**src/rtl/sram_cyc_pkg.sv**
```systemverilog
package sram_cyc_pkg;

    typedef enum logic [2:0] {
        ST_IDLE,
        ST_RD_ACC,
        ST_RD_DONE,
        ST_WR_LEAD,
        ST_WR_DATA,
        ST_WR_END,
        ST_WR_TURN
    } cyc_state_e;

    typedef struct packed {
        logic ce_n;
        logic oe_n;
        logic we_n;
        logic dq_oe;
        logic done;
    } strobe_t;

    function automatic int at_least_one(input int v);
        return (v < 1) ? 1 : v;
    endfunction

    function automatic int max2(input int a, input int b);
        return (a > b) ? a : b;
    endfunction

    function automatic int cnt_width(input int v);
        int w;
        w = $clog2(v + 1);
        return (w < 1) ? 1 : w;
    endfunction

endpackage

```
**src/rtl/sram_cyc_timer.sv**
```systemverilog
module sram_cyc_timer #(
    parameter int WIDTH = 4
) (
    input  logic             clk,
    input  logic             rst,
    input  logic             load,
    input  logic [WIDTH-1:0] load_val,
    output logic             expired
);
    logic [WIDTH-1:0] cnt;

    always_ff @(posedge clk) begin
        if (rst)
            cnt <= '0;
        else if (load)
            cnt <= load_val;
        else if (cnt != '0)
            cnt <= cnt - 1'b1;
    end

    assign expired = (cnt == '0);
endmodule

```
**src/rtl/sram_cyc_pacer.sv**
```systemverilog
module sram_cyc_pacer
    import sram_cyc_pkg::*;
#(
    parameter int MIN_GAP = 1
) (
    input  logic clk,
    input  logic rst,
    input  logic start,
    output logic ok
);
    localparam int GAP = at_least_one(MIN_GAP);
    localparam int W   = cnt_width(GAP);

    logic [W-1:0] cnt;

    always_ff @(posedge clk) begin
        if (rst)
            cnt <= '0;
        else if (start)
            cnt <= W'(GAP - 1);
        else if (cnt != '0)
            cnt <= cnt - 1'b1;
    end

    assign ok = (cnt == '0);
endmodule

```
**src/rtl/sram_cyc_ctl.sv**
```systemverilog
module sram_cyc_ctl
    import sram_cyc_pkg::*;
#(
    parameter int ADDR_W    = 11,
    parameter int DATA_W    = 8,
    parameter int T_PWE     = 3,
    parameter int T_SD      = 2,
    parameter int T_AA      = 3,
    parameter int T_TURN    = 2,
    parameter int T_MIN_CYC = 6
) (
    input  logic              clk,
    input  logic              rst,
    input  logic              req_valid,
    input  logic              req_write,
    input  logic [ADDR_W-1:0] req_addr,
    input  logic [DATA_W-1:0] req_wdata,
    output logic              req_ready,
    output logic [DATA_W-1:0] rsp_data,
    output logic              rsp_done,
    output logic              mem_ce_n,
    output logic              mem_oe_n,
    output logic              mem_we_n,
    output logic [ADDR_W-1:0] mem_addr,
    output logic [DATA_W-1:0] mem_dq_out,
    output logic              mem_dq_oe,
    input  logic [DATA_W-1:0] mem_dq_in
);
    localparam int PWE_C  = at_least_one(T_PWE);
    localparam int SD_C   = at_least_one(T_SD);
    localparam int AA_C   = at_least_one(T_AA);
    localparam int TURN_C = at_least_one(T_TURN);
    // driven part of the strobe: long enough for setup and for the pulse
    localparam int WD     = max2(SD_C, PWE_C - 1);
    localparam int CW     = cnt_width(max2(max2(AA_C, WD), TURN_C));

    cyc_state_e        state, state_nxt;
    logic              tmr_load, tmr_expired, accept, pace_ok;
    logic [CW-1:0]     tmr_val;
    logic [ADDR_W-1:0] addr_q;
    logic [DATA_W-1:0] wdata_q, rdata_q;
    strobe_t           strb;

    assign accept = req_valid && req_ready;

    sram_cyc_timer #(.WIDTH(CW)) u_timer (
        .clk      (clk),
        .rst      (rst),
        .load     (tmr_load),
        .load_val (tmr_val),
        .expired  (tmr_expired)
    );

    sram_cyc_pacer #(.MIN_GAP(T_MIN_CYC)) u_pacer (
        .clk   (clk),
        .rst   (rst),
        .start (accept),
        .ok    (pace_ok)
    );

    always_comb begin
        state_nxt = state;
        tmr_load  = 1'b0;
        tmr_val   = '0;
        unique case (state)
            ST_IDLE: if (accept) begin
                state_nxt = req_write ? ST_WR_LEAD : ST_RD_ACC;
                tmr_load  = !req_write;
                tmr_val   = CW'(AA_C - 1);
            end
            ST_RD_ACC:  if (tmr_expired) state_nxt = ST_RD_DONE;
            ST_RD_DONE: state_nxt = ST_IDLE;
            ST_WR_LEAD: begin
                state_nxt = ST_WR_DATA;
                tmr_load  = 1'b1;
                tmr_val   = CW'(WD - 1);
            end
            ST_WR_DATA: if (tmr_expired) state_nxt = ST_WR_END;
            ST_WR_END: begin
                state_nxt = ST_WR_TURN;
                tmr_load  = 1'b1;
                tmr_val   = CW'(TURN_C - 1);
            end
            ST_WR_TURN: if (tmr_expired) state_nxt = ST_IDLE;
            default:    state_nxt = ST_IDLE;
        endcase
    end

    always_ff @(posedge clk) begin
        if (rst) begin
            state   <= ST_IDLE;
            addr_q  <= '0;
            wdata_q <= '0;
            rdata_q <= '0;
        end else begin
            state <= state_nxt;
            if (accept) begin
                addr_q  <= req_addr;
                wdata_q <= req_wdata;
            end
            if (state == ST_RD_ACC && tmr_expired)
                rdata_q <= mem_dq_in;
        end
    end

    // strobe decode: {ce_n, oe_n, we_n, dq_oe, done}
    always_comb begin
        unique case (state)
            ST_RD_ACC:  strb = '{1'b0, 1'b0, 1'b1, 1'b0, 1'b0};
            ST_RD_DONE: strb = '{1'b1, 1'b1, 1'b1, 1'b0, 1'b1};
            ST_WR_LEAD: strb = '{1'b0, 1'b1, 1'b0, 1'b0, 1'b0};
            ST_WR_DATA: strb = '{1'b0, 1'b1, 1'b0, 1'b1, 1'b0};
            ST_WR_END:  strb = '{1'b1, 1'b1, 1'b1, 1'b1, 1'b1};
            default:    strb = '{1'b1, 1'b1, 1'b1, 1'b0, 1'b0};
        endcase
    end

    assign mem_ce_n   = strb.ce_n;
    assign mem_oe_n   = strb.oe_n;
    assign mem_we_n   = strb.we_n;
    assign mem_dq_oe  = strb.dq_oe;
    assign rsp_done   = strb.done;
    assign mem_addr   = addr_q;
    assign mem_dq_out = wdata_q;
    assign rsp_data   = rdata_q;
    assign req_ready  = (state == ST_IDLE) && pace_ok;

    // never drive while the memory drives
    a_r6_no_contention: assert property (@(posedge clk) disable iff (rst)
        !(mem_dq_oe && !mem_ce_n && !mem_oe_n && mem_we_n));

    // output enable never falls right after a driven cycle
    a_r6_turnaround: assert property (@(posedge clk) disable iff (rst)
        $fell(mem_oe_n) |-> !$past(mem_dq_oe));

    // drive only inside the strobe or in the cycle right after it
    a_r3_drive_window: assert property (@(posedge clk) disable iff (rst)
        mem_dq_oe |-> (!mem_we_n || $past(!mem_we_n)));

    // write strobe always inside chip select, never with output enable
    a_r2_write_overlap: assert property (@(posedge clk) disable iff (rst)
        !mem_we_n |-> (!mem_ce_n && mem_oe_n));

    // done lasts one cycle
    a_r5_done_single: assert property (@(posedge clk) disable iff (rst)
        rsp_done |=> !rsp_done);

    // busy after taking a request
    a_r7_busy_after_accept: assert property (@(posedge clk) disable iff (rst)
        (req_valid && req_ready) |=> !req_ready);

    // address held while selected
    a_r8_addr_stable: assert property (@(posedge clk) disable iff (rst)
        (!mem_ce_n && $past(!mem_ce_n)) |-> $stable(mem_addr));
endmodule

```
**config.mk**
```make
export PLATFORM = sky130hd
export DESIGN_NAME = sram_cyc_ctl
export DESIGN_NICKNAME = d
export VERILOG_FILES = /design/src/rtl/sram_cyc_pkg.sv /design/src/rtl/sram_cyc_timer.sv /design/src/rtl/sram_cyc_pacer.sv /design/src/rtl/sram_cyc_ctl.sv
export SDC_FILE = /design/constraint.sdc
export NUM_CORES = 1
export LEC_CHECK = 0
export BUFFER_PORTS_ARGS = -buffer_cell sky130_fd_sc_hd__buf_2
export CAP_MARGIN = 20
export CELL_PAD_IN_SITES_DETAIL_PLACEMENT = 0
export CELL_PAD_IN_SITES_GLOBAL_PLACEMENT = 1
export CORE_ASPECT_RATIO = 0.6
export CORE_MARGIN = 2
export CORE_UTILIZATION = 37
export CTS_CLUSTER_DIAMETER = 120
export CTS_CLUSTER_SIZE = 28
export DETAILED_ROUTE_END_ITERATION = 12
export PLACE_DENSITY = 0.91
export SLEW_MARGIN = 0
export SYNTH_ARGS = -nofsm -noshare
export SYNTH_HDL_FRONTEND = slang
export SYNTH_SLANG_ARGS = --single-unit
```
**constraint.sdc**
```tcl
create_clock -name clk -period 3.25 [get_ports clk]
set_input_delay 0.4875 -clock clk [delete_from_list [all_inputs] [get_ports clk]]
set_output_delay 0.4875 -clock clk [all_outputs]
set_load 0.05 [all_outputs]
```
==> Word-level counts from Yosys, hierarchy flattened <==
Cells that the tools add are included.
{ "totals": {"out_inout_bits": 33, "in_bits": 31, "register_bits": 35, "word_cells": 48} }
{ "classes": {"n_reduce_logical": 14, "n_mux": 15, "n_eq_ne": 10, "n_addsub": 2} }
{ "op_table": {"columns": ["cell", "n"], "rows": [
  ["5-bit case mux with 5 select lines", 1],
  ["3-bit 2-to-1 mux", 6],
  ["3-bit case mux with 6 select lines", 1],
  ["3-bit == test, second input constant", 3],
  ["2-bit 2-to-1 mux", 4],
  ["2-bit != test, second input constant", 4],
  ["3-bit by 2-bit == test with 1-bit output, second input constant", 2],
  ["3-bit zero test", 2],
  ["2-bit nonzero test", 3],
  ["2-bit case mux with 2 select lines", 1],
  ["4-bit AND reduction", 1],
  ["2-bit OR reduction", 2],
  ["3-bit by 1-bit == test with 1-bit output, second input constant", 1],
  ["1-bit logical AND", 3],
  ["3-bit nonzero test", 1],
  ["3-bit by 1-bit subtractor with 3-bit output, second input constant", 1],
  ["2-bit zero test", 1],
  ["1-bit case mux with 2 select lines", 1],
  ["2-bit by 1-bit subtractor with 2-bit output, second input constant", 1],
  ["1-bit zero test", 1],
  ["1-bit 2-to-1 mux", 1]
]} }

==> Logic depth before layout (Yosys ltp) <==
Gate-level depths: netlist (run 1).
{ "logic_depth": {"depth_word": 6, "depth_mapped": 7, "ltp_nobuf": 6} }

==> Cells and area by module <==
A second synthesis (run 1) with hierarchy kept.
{ "hier_totals": {"hier_cells": 175, "area_unflattened_um2": 1646.6} }
{ "modules_own_cells": {"columns": ["module", "cells_per_inst", "instances", "area_per_inst_um2", "seq_area_each_um2"], "rows": [
  ["sram_cyc_ctl", 146, 1, 1358.8, 600.6],
  ["sram_cyc_pacer", 17, 1, 166.4, 60.1],
  ["sram_cyc_timer", 12, 1, 121.4, 40.0]
]} }

==> Worst setup path after synthesis (run 1) <==
OpenSTA, ideal clock, no wires.
{ "synth_timing": {"path_kind": "reg-to-output", "startpoint": "register state[0]", "endpoint": "output mem_we_n", "required_time_ns": 2.762, "stages_incl_launch_ff": 4, "slack_ns": 1.287, "arrival_time_ns": 1.475, "path_buffers": 1, "cell_sequence": "dfxtp_1 buf_2 nor2_1 a22oi_1"} }
{ "synth_via": {"elab_chain_len": 2, "elab_cells_between_ends": 6, "classes_between": "eq/ne: 5; mux: 1"} }
{ "synth_lines": {"columns": ["item", "line", "text"], "rows": [
  ["from (decl)", "sram_cyc_ctl.sv:37", "cyc_state_e state, state_nxt;"],
  ["from (signal assigned)", "sram_cyc_ctl.sv:96", "state <= state_nxt;"],
  ["3-bit == test (tied with other cells)", "sram_cyc_ctl.sv:108", "unique case (state)"],
  ["5-bit case mux with 5 select lines *", "sram_cyc_ctl.sv:108", null],
  ["to (decl)", "sram_cyc_ctl.sv:23", "output logic mem_we_n,"]
]} }
Mark *: on every way between the ends. The rest lies on a longest branch, timed or not.

==> Final worst setup path (run 1) <==
{ "layout_timing": {"startpoint": "register u_pacer.cnt[0]", "endpoint": "output req_ready"} }
{ "layout_via": {"elab_chain_len": 2} }
{ "layout_lines": {"columns": ["item", "line", "text"], "rows": [
  ["from (decl)", "sram_cyc_pacer.sv:14", "logic [W-1:0] cnt;"],
  ["from (signal assigned)", "sram_cyc_pacer.sv:20", "cnt <= W'(GAP - 1);"],
  ["from (signal assigned)", "sram_cyc_pacer.sv:22", "cnt <= cnt - 1'b1;"],
  ["3-bit zero test", "sram_cyc_pacer.sv:25", "assign ok = (cnt == '0);"],
  ["1-bit logical AND", "sram_cyc_ctl.sv:126", "assign req_ready = (state == ST_IDLE) && pace_ok;"],
  ["to (decl)", "sram_cyc_ctl.sv:18", "output logic req_ready,"]
]} }
Every way passes these cells.

==> report_table.html, run 1 <==
<table>
<tr><th>Metric</th><th>Value</th></tr>
<tr><th colspan="2">Setup path</th></tr>
<tr><td>Most used cell along the critical path</td><td>ha_1</td></tr>
<tr><td>Worst Path Class, Setup</td><td>reg -&gt; out</td></tr>
<tr><td>Capturing element type of the critical path</td><td>output pin</td></tr>
<tr><td>Worst endpoint required time</td><td>2.76 ns</td></tr>
<tr><td>Slowest-stage cell, CP</td><td>nor4b_4</td></tr>
<tr><td>Number of cell instances on the worst register-to-register path</td><td>6</td></tr>
<tr><td>Reg2reg setup slack</td><td>0.82 ns</td></tr>
<tr><td>Cell-by-cell listing of the critical path</td><td>inv_1 &gt; ha_1 &gt; ha_1 &gt; nor4b_4 &gt; buf_2</td></tr>
<tr><td>Crit Reg-Reg Startpoint</td><td>u_pacer.cnt[0]$_SDFFE_PP0P_</td></tr>
<tr><td>Kind of start point of the critical path</td><td>flop</td></tr>
<tr><td>Critical path data arrival time</td><td>2.10 ns</td></tr>
<tr><td>CP max stage delay</td><td>0.59 ns</td></tr>
<tr><td>Worst reg2reg endpoint</td><td>mem_dq_out[7]$_SDFFE_PP0P_</td></tr>
<tr><td>Largest fanout of any net on the critical path</td><td>12</td></tr>
<tr><th colspan="2">Flow run</th></tr>
<tr><td>Maxcap violations</td><td>0</td></tr>
<tr><th colspan="2">CTS</th></tr>
<tr><td>Htree depth</td><td>2</td></tr>
<tr><td>Number of buffers created by CTS</td><td>5</td></tr>
<tr><td>Post_cts resized</td><td>0</td></tr>
<tr><td>Clock slew at the register clock pins of the worst setup and hold paths</td><td>0.07 ns</td></tr>
<tr><td>Number of sinks driven by the clock tree</td><td>35</td></tr>
<tr><td>Insertion delay to the later sink of the worst-skew pair</td><td>0.28 ns</td></tr>
<tr><td>Clk buf depth</td><td>2</td></tr>
<tr><td>Cts-stage hold buffer count</td><td>0</td></tr>
<tr><td>Root buf cell</td><td>clkbuf_8</td></tr>
<tr><td>TritonCTS clock tree</td><td>yes</td></tr>
<tr><td>Post-CTS setup-driven buffer insertion count</td><td>0</td></tr>
<tr><th colspan="2">STA</th></tr>
<tr><td>Worst path setup slack after routing</td><td>0.659 ns</td></tr>
<tr><td>Unrepaired setup endpoints after global routing</td><td>false</td></tr>
<tr><td>Relative slew slack</td><td>50.9%</td></tr>
<tr><td>Worst clock skew</td><td>0.00284 ns</td></tr>
<tr><td>Final hold viol count</td><td>0</td></tr>
<tr><td>Final setup vio count</td><td>0</td></tr>
<tr><td>Worst-margin pin slew</td><td>0.737 ns</td></tr>
<tr><td>Count of final max-slew check failures</td><td>0</td></tr>
<tr><td>Final critical delay including setup and external delays</td><td>2.59 ns</td></tr>
<tr><td>Fmax</td><td>0.386 GHz</td></tr>
<tr><td>Hold WS</td><td>0.443 ns</td></tr>
<tr><td>Final sum of negative setup slack</td><td>0 ns</td></tr>
<tr><td>Share of the cycle needed by the critical path after routing</td><td>79.7%</td></tr>
<tr><th colspan="2">Floorplanning</th></tr>
<tr><td>Cell row count</td><td>18</td></tr>
<tr><td>Die span in y</td><td>55.3 µm</td></tr>
<tr><td>I/O pin total</td><td>64</td></tr>
<tr><td>Placeable core region</td><td>0.00417 mm²</td></tr>
<tr><td>Chip width</td><td>89.6 µm</td></tr>
<tr><td>Initial standard-cell utilization of the core</td><td>39.0%</td></tr>
<tr><td>Floorplan die area</td><td>0.00496 mm²</td></tr>
<tr><th colspan="2">Global routing</th></tr>
<tr><td>Overall overflow remaining after global route</td><td>0</td></tr>
<tr><td>Via count of the first global-routing pass</td><td>1,249</td></tr>
<tr><td>Pin count of the biggest net entering global routing</td><td>57</td></tr>
<tr><td>Number of antenna violations at the first check in global routing</td><td>0</td></tr>
<tr><td>Wire length of the first global-routing pass</td><td>5810 µm</td></tr>
<tr><td>Total track usage</td><td>14.6%</td></tr>
<tr><th colspan="2">Worst hold path</th></tr>
<tr><td>Number of stages on the worst hold path</td><td>3</td></tr>
<tr><td>Destination of the worst hold path</td><td>rsp_data[6]$_SDFFE_PP0P_</td></tr>
<tr><td>Type of the most critical hold path</td><td>in -&gt; reg</td></tr>
<tr><td>Min-Delay Startpoint</td><td>mem_dq_in[6]</td></tr>
<tr><th colspan="2">Routing</th></tr>
<tr><td>Routed vias</td><td>1,418</td></tr>
<tr><td>DRC viols</td><td>0</td></tr>
<tr><td>Initial DRC count</td><td>41</td></tr>
<tr><td>Post-DRT Antenna Nets</td><td>0</td></tr>
<tr><td>Final WL</td><td>3590 µm</td></tr>
<tr><td>Wire per inst</td><td>12.3 µm</td></tr>
<tr><td>Initial DRT Pass Iterations</td><td>4</td></tr>
<tr><td>Number of vias per cell</td><td>4.87</td></tr>
<tr><th colspan="2">Yosys</th></tr>
<tr><td>Register bit count reported by yosys</td><td>35</td></tr>
<tr><td>Mean post-synth cell area</td><td>9.29 µm²</td></tr>
<tr><td>Biggest area contributors in the synthesized netlist</td><td>dfxtp_1, nand4b_1, nand2b_1</td></tr>
<tr><td>Fraction of synthesis flops using an asynchronous set or reset pin</td><td>0%</td></tr>
<tr><td>Mapped cell area</td><td>0.00163 mm²</td></tr>
<tr><td>Net count after synthesis</td><td>210</td></tr>
<tr><td>Cell count after synthesis</td><td>175</td></tr>
<tr><td>Unique masters post-synth</td><td>28</td></tr>
<tr><td>Part of the Yosys area used for sequential elements</td><td>43.1%</td></tr>
<tr><td>Post-synth EDFFs</td><td>0</td></tr>
<tr><td>Fraction of post-synthesis cell area in the top cell type by area</td><td>43.1%</td></tr>
<tr><td>Leading area contributor after synthesis</td><td>dfxtp_1</td></tr>
<tr><td>Commonest register cell after synthesis</td><td>dfxtp_1</td></tr>
<tr><td>Most used standard cell by instance count after synthesis</td><td>dfxtp_1</td></tr>
<tr><td>Ranking of synthesized cells by instance count</td><td>dfxtp_1, nand2b_1, nand4b_1</td></tr>
<tr><td>Number of synthesis warnings</td><td>0</td></tr>
<tr><th colspan="2">Pwr</th></tr>
<tr><td>Static Leak</td><td>0.878 nW</td></tr>
<tr><td>Pwr Density</td><td>1030 mW/mm²</td></tr>
<tr><td>Maximum ir drop on the vdd rail</td><td>0.439 mV</td></tr>
<tr><th colspan="2">Placement</th></tr>
<tr><td>Sum of net half-perimeters after detailed placement</td><td>2460 µm</td></tr>
<tr><td>Worst slack at placement</td><td>0.815 ns</td></tr>
<tr><td>Input/output buffers</td><td>63</td></tr>
<tr><td>Weighted congestion at the end of routability-driven global placement</td><td>0.783</td></tr>
<tr><th colspan="2">Cells and area</th></tr>
<tr><td># nets final</td><td>265</td></tr>
<tr><td>Antenna diode count</td><td>0</td></tr>
<tr><td>Fillcell total</td><td>430</td></tr>
<tr><td>Share of final-layout standard cells stronger than drive strength 1</td><td>32.0%</td></tr>
<tr><td>Syn-to-layout area delta</td><td>25.9%</td></tr>
<tr><th colspan="2">Run status</th></tr>
<tr><td>Result of the run</td><td>finished clean</td></tr>
</table>
## cell usage in the layout, fill, tap and decap left out
cell type / instances
and2_1: 1
nand4b_1: 19
and4bb_2: 1
o21ai_1: 4
buf_2: 63
mux2_2: 1
a21oi_1: 4
o21ai_0: 17
nor4b_4: 1
clkbuf_1: 1
ha_1: 4
clkbuf_8: 7
buf_4: 1
a22oi_1: 2
o2bb2ai_1: 1
a2111oi_0: 1
mux2i_1: 9
nand3b_1: 1
nand2b_1: 22
o31a_1: 1
nor3_1: 1
nand2_1: 3
nor2b_1: 5
inv_1: 6
xor2_1: 3
a221oi_1: 2
nor2_1: 13
o22ai_1: 2
dfxtp_1: 35
## how the worst max path moves through the flow
| stage | start | slack, ns | cells past startpoint | endpoint |
|---|---|---|---|---|
| 3_3_place_gp | u_pacer.cnt[0]$_SDFFE_PP0P_ | 0.96 | 6 | mem_dq_out[7]$_SDFFE_PP0P_ |
| 3_5_place_dp | u_pacer.cnt[0]$_SDFFE_PP0P_ | 0.81 | 6 | mem_addr[5]$_SDFFE_PP0P_ |
| 2_1_floorplan | state[0]$_SDFFE_PP0P_ | 1.29 | 3 | mem_we_n |
| 6_report | u_pacer.cnt[0]$_SDFFE_PP0P_ | 0.66 | 5 | req_ready |
| 5_1_grt | u_pacer.cnt[0]$_SDFFE_PP0P_ | 0.48 | 5 | req_ready |
| 4_1_cts | u_pacer.cnt[0]$_SDFFE_PP0P_ | 0.64 | 5 | req_ready |
## where the power goes
| part | internal (mW) | switching [mW] | total, mW | leakage, nW |
|---|---|---|---|---|
| Combinational | 0.328 | 0.789 | 1.12 | 0.541 |
| Clock | 0.193 | 0.144 | 0.337 | 0.0515 |
| Sequential | 0.555 | 0.101 | 0.655 | 0.286 |
## state kept, by name (all words and copies together), names as in the netlist
register / flops
mem_addr: 11
mem_dq_out: 8
rsp_data: 8
state: 3
u_pacer.cnt: 3
u_timer.cnt: 2
## routing by layer
layer | up-vias | GRT usage [%] | share of wire [%]
li1 | 722 | - | -
met1 | 655 | 20.1 | 51
met2 | 39 | 21.5 | 41
met3 | 2 | 5.98 | 8.2
met4 | 0 | 2.56 | 0.17
met5 | - | 0 | 0
## final cells by class
cell class	instances	area, µm²	share of cell area [%]
clock buffer	8	100	4.89
inverter	6	22.5	1.10
multi-input combinational	118	825	40.3
sequential	35	701	34.3
tap	60	75.1	3.67
timing repair buffer	64	323	15.8
## through the flow
stage               power [mW]  util (%)  std cells  instance area, µm²
floorplan                 1.56         -        175                1630
global placement          1.77      46.7        283                1950
detailed placement        1.79      46.7        283                1950
CTS                       2.13      49.1        291                2050
global route              2.25      49.1        291                2050
finish                    2.11      49.1        291                2050
## worst max-delay path: cells and delay by family (launching register included)
kind / cells / cell delay [ns]
buf+inv: 2 / 0.44
simple gates: 1 / 0.59
fa+ha+maj: 2 / 0.46
flops: 1 / 0.32
## kinds of logic (layout without fill, tap and decap cells)
kind of cell | after synthesis | after routing | synth area share, %
muxes | 10 | 10 | 6.24
xor gates and xnor gates | 3 | 3 | 1.62
and+or+nand+nor | 67 | 67 | 27.7
AOI/OAI and AO/OA | 34 | 34 | 12.1
buffers and inverters | 22 | 78 | 6.16
adders and majority gates | 4 | 4 | 3.08
DFF | 35 | 35 | 43.1
(Power assumes the default switching activity.)
==> run 2: changes to the inputs <==
ABC_AREA = 1   (was default)
CORE_UTILIZATION = 33   (was 37)
PLACE_DENSITY = 0.86   (was 0.91)
clock period = 2.67 ns   (was 3.25 ns; I/O delays follow)
==> run 2 against run 1 <==
Net effect: critical path type unchanged; combinational power is 38% higher; via count is 4.3% lower; cell count rose by 9.6%; setup slack worse by 0.16 ns.
==> report_table.html, run 2 <==
<table>
<tr><th>Metric</th><th>Value</th></tr>
<tr><th colspan="2">Setup path</th></tr>
<tr><td>Number of cell instances on the worst register-to-register path</td><td>6</td></tr>
<tr><td>Worst endpoint required time</td><td>2.27 ns</td></tr>
<tr><td>Slowest-stage cell, CP</td><td>dfxtp_1</td></tr>
<tr><td>Crit Reg-Reg Startpoint</td><td>u_pacer.cnt[0]$_SDFFE_PP0P_</td></tr>
<tr><td>Largest fanout of any net on the critical path</td><td>5</td></tr>
<tr><td>Cell-by-cell listing of the critical path</td><td>inv_1 &gt; ha_1 &gt; ha_1 &gt; inv_1 &gt; nor4_2 &gt; buf_2</td></tr>
<tr><td>CP max stage delay</td><td>0.32 ns</td></tr>
<tr><td>Number of buffer and inverter instances along the worst setup path</td><td>3</td></tr>
<tr><td>Reg2reg setup slack</td><td>0.81 ns</td></tr>
<tr><td>Kind of cell adding the most delay to the critical path</td><td>buffers and inverters</td></tr>
<tr><td>Kind of start point of the critical path</td><td>flop</td></tr>
<tr><td>Worst reg2reg endpoint</td><td>u_timer.cnt[0]$_SDFFE_PP0P_</td></tr>
<tr><td>Critical path data arrival time</td><td>1.77 ns</td></tr>
<tr><td>Capturing element type of the critical path</td><td>output pin</td></tr>
<tr><td>Worst Path Class, Setup</td><td>reg -&gt; out</td></tr>
<tr><th colspan="2">CTS</th></tr>
<tr><td>Cts-stage hold buffer count</td><td>0</td></tr>
<tr><td>Post_cts resized</td><td>0</td></tr>
<tr><td>Number of buffers created by CTS</td><td>5</td></tr>
<tr><td>Post-CTS setup-driven buffer insertion count</td><td>0</td></tr>
<tr><td>Insertion delay to the later sink of the worst-skew pair</td><td>0.28 ns</td></tr>
<tr><td>Root buf cell</td><td>clkbuf_8</td></tr>
<tr><td>Clk buf depth</td><td>2</td></tr>
<tr><td>Clock slew at the register clock pins of the worst setup and hold paths</td><td>0.07 ns</td></tr>
<tr><td>Htree depth</td><td>2</td></tr>
<tr><td>TritonCTS clock tree</td><td>yes</td></tr>
<tr><td>Number of sinks driven by the clock tree</td><td>35</td></tr>
<tr><th colspan="2">Routing</th></tr>
<tr><td>DRC viols</td><td>0</td></tr>
<tr><td>Number of vias per cell</td><td>4.25</td></tr>
<tr><td>Routed vias</td><td>1,357</td></tr>
<tr><td>Final WL</td><td>3310 µm</td></tr>
<tr><td>Post-DRT Antenna Nets</td><td>0</td></tr>
<tr><td>Initial DRT Pass Iterations</td><td>4</td></tr>
<tr><td>Initial DRC count</td><td>27</td></tr>
<tr><td>Wire per inst</td><td>10.4 µm</td></tr>
<tr><th colspan="2">Cells and area</th></tr>
<tr><td>Fillcell total</td><td>488</td></tr>
<tr><td>Most common cell after layout, fill and taps aside</td><td>buf_2</td></tr>
<tr><td>Number of flip-flops under the largest register name</td><td>11</td></tr>
<tr><td>Top library cells by usage in the layout, fill and taps aside</td><td>buf_2, dfxtp_1, inv_1, nor2_1, a21oi_1</td></tr>
<tr><td># nets final</td><td>290</td></tr>
<tr><td>Syn-to-layout area delta</td><td>29.1%</td></tr>
<tr><td>Share of final-layout standard cells stronger than drive strength 1</td><td>32.4%</td></tr>
<tr><td>Antenna diode count</td><td>0</td></tr>
<tr><th colspan="2">STA</th></tr>
<tr><td>Worst clock skew</td><td>0.00341 ns</td></tr>
<tr><td>Share of the cycle needed by the critical path after routing</td><td>81.2%</td></tr>
<tr><td>Worst-margin pin slew</td><td>0.824 ns</td></tr>
<tr><td>Relative slew slack</td><td>45.0%</td></tr>
<tr><td>Final critical delay including setup and external delays</td><td>2.17 ns</td></tr>
<tr><td>Final sum of negative setup slack</td><td>0 ns</td></tr>
<tr><td>Final hold viol count</td><td>0</td></tr>
<tr><td>Final setup vio count</td><td>0</td></tr>
<tr><td>Unrepaired setup endpoints after global routing</td><td>false</td></tr>
<tr><td>Worst path setup slack after routing</td><td>0.502 ns</td></tr>
<tr><td>Hold WS</td><td>0.344 ns</td></tr>
<tr><td>Fmax</td><td>0.461 GHz</td></tr>
<tr><td>Count of final max-slew check failures</td><td>0</td></tr>
<tr><th colspan="2">Global routing</th></tr>
<tr><td>Total track usage</td><td>13.9%</td></tr>
<tr><td>Wire length of the first global-routing pass</td><td>5790 µm</td></tr>
<tr><td>Number of antenna violations at the first check in global routing</td><td>0</td></tr>
<tr><td>Via count of the first global-routing pass</td><td>1,231</td></tr>
<tr><td>Overall overflow remaining after global route</td><td>0</td></tr>
<tr><td>Pin count of the biggest net entering global routing</td><td>44</td></tr>
<tr><th colspan="2">Placement</th></tr>
<tr><td>Worst slack at placement</td><td>0.782 ns</td></tr>
<tr><td>Weighted congestion at the end of routability-driven global placement</td><td>0.751</td></tr>
<tr><td>Input/output buffers</td><td>63</td></tr>
<tr><td>Sum of net half-perimeters after detailed placement</td><td>2390 µm</td></tr>
<tr><th colspan="2">Floorplanning</th></tr>
<tr><td>Chip width</td><td>91.9 µm</td></tr>
<tr><td>Die span in y</td><td>56.7 µm</td></tr>
<tr><td>Placeable core region</td><td>0.00452 mm²</td></tr>
<tr><td>I/O pin total</td><td>64</td></tr>
<tr><td>Initial standard-cell utilization of the core</td><td>33.9%</td></tr>
<tr><td>Cell row count</td><td>19</td></tr>
<tr><td>Floorplan die area</td><td>0.00521 mm²</td></tr>
<tr><th colspan="2">Yosys</th></tr>
<tr><td>Fraction of synthesis flops using an asynchronous set or reset pin</td><td>0%</td></tr>
<tr><td>Fraction of post-synthesis cell area in the top cell type by area</td><td>45.8%</td></tr>
<tr><td>Mapped cell area</td><td>0.00153 mm²</td></tr>
<tr><td>Biggest area contributors in the synthesized netlist</td><td>dfxtp_1, a21oi_1, o21ai_0</td></tr>
<tr><td>Net count after synthesis</td><td>228</td></tr>
<tr><td>Most used standard cell by instance count after synthesis</td><td>dfxtp_1</td></tr>
<tr><td>Commonest register cell after synthesis</td><td>dfxtp_1</td></tr>
<tr><td>Register bit count reported by yosys</td><td>35</td></tr>
<tr><td>Leading area contributor after synthesis</td><td>dfxtp_1</td></tr>
<tr><td>Post-synth EDFFs</td><td>0</td></tr>
<tr><td>Mean post-synth cell area</td><td>7.92 µm²</td></tr>
<tr><td>Cell count after synthesis</td><td>193</td></tr>
<tr><td>Unique masters post-synth</td><td>30</td></tr>
<tr><td>Ranking of synthesized cells by instance count</td><td>dfxtp_1, inv_1, a21oi_1, nor2_1, o21ai_0</td></tr>
<tr><td>Number of synthesis warnings</td><td>0</td></tr>
<tr><td>Part of the Yosys area used for sequential elements</td><td>45.8%</td></tr>
<tr><th colspan="2">Worst hold path</th></tr>
<tr><td>Destination of the worst hold path</td><td>rsp_data[4]$_SDFFE_PP0P_</td></tr>
<tr><td>Min-Delay Startpoint</td><td>mem_dq_in[4]</td></tr>
<tr><td>Type of the most critical hold path</td><td>in -&gt; reg</td></tr>
<tr><td>Number of stages on the worst hold path</td><td>3</td></tr>
<tr><th colspan="2">Pwr</th></tr>
<tr><td>Maximum ir drop on the vdd rail</td><td>0.499 mV</td></tr>
<tr><td>Pwr Density</td><td>1410 mW/mm²</td></tr>
<tr><td>Static Leak</td><td>0.950 nW</td></tr>
<tr><th colspan="2">Flow run</th></tr>
<tr><td>Maxcap violations</td><td>0</td></tr>
<tr><th colspan="2">Run status</th></tr>
<tr><td>Result of the run</td><td>finished clean</td></tr>
</table>
run 2: power by group:
part	switching (mW)	internal, mW	total (mW)	leakage, nW
registers	0.126	0.700	0.827	0.287
clock network	0.177	0.235	0.412	0.0515
logic	1.14	0.407	1.55	0.611
total	1.45	1.34	2.79	0.950
run 2: per-layer routing:
| layer | track usage [%] | routed length (µm) | up-vias | share of wire [%] |
|---|---|---|---|---|
| met3 | 4.97 | 236 | 4 | 7.1 |
| li1 | - | - | 744 | - |
| met2 | 19.6 | 1320 | 37 | 40 |
| met5 | 0 | 0 | - | 0 |
| met1 | 19.4 | 1720 | 572 | 52 |
| met4 | 5.12 | 36 | 0 | 1.1 |
run 2: through the flow:
| step | instance area (µm²) | power, mW | utilization, % | cells |
|---|---|---|---|---|
| 2_1_floorplan | 1540 | 2.12 | - | 193 |
| 3_3_place_gp | 1870 | 2.38 | 41.5 | 311 |
| 3_5_place_dp | 1870 | 2.40 | 41.5 | 311 |
| 4_1_cts | 1970 | 2.83 | 43.7 | 319 |
| 5_1_grt | 1970 | 3.00 | 43.7 | 319 |
| 6_report | 1970 | 2.79 | 43.7 | 319 |
run 2: cell families (layout without fill, tap and decap cells):
| kind of cell | Yosys count | count (layout) | share of synthesized area, % |
|---|---|---|---|
| DFF | 35 | 35 | 45.8 |
| buffers and inverters | 43 | 106 | 12.2 |
| adders and majority gates | 4 | 4 | 3.27 |
| and+or+nand+nor | 47 | 47 | 16.2 |
| xor gates and xnor gates | 2 | 2 | 1.15 |
| AOI/OAI and AO/OA | 62 | 62 | 21.4 |
run 2: worst max path at each step:
stage,start,to,cells after the start
after floorplan,state[1]$_SDFFE_PP0P_,mem_ce_n,3
after CTS,u_pacer.cnt[0]$_SDFFE_PP0P_,req_ready,6
after detailed placement,u_pacer.cnt[0]$_SDFFE_PP0P_,u_timer.cnt[0]$_SDFFE_PP0P_,6
after global routing,u_pacer.cnt[1]$_SDFFE_PP0P_,req_ready,6
after global placement,u_pacer.cnt[0]$_SDFFE_PP0P_,req_ready,6
final,u_pacer.cnt[0]$_SDFFE_PP0P_,req_ready,6
run 2: cell type report:
class	instances	area (µm²)	area share (%)
flip-flops and latches	35	701	35.5
multi-input cells	115	648	32.8
well taps	63	78.8	3.99
clock buffers	8	100	5.07
repair buffers	63	315	16.0
inverters	35	131	6.65
run 2: worst register-to-register path: cells and delay by family (launching register included):
kind                       cells  cell delay (ns)
AOI/OAI and AO/OA              2             0.44
DFF                            1             0.32
adders and majority gates      2             0.45
buffers and inverters          1             0.06
and+or+nand+nor                1             0.48
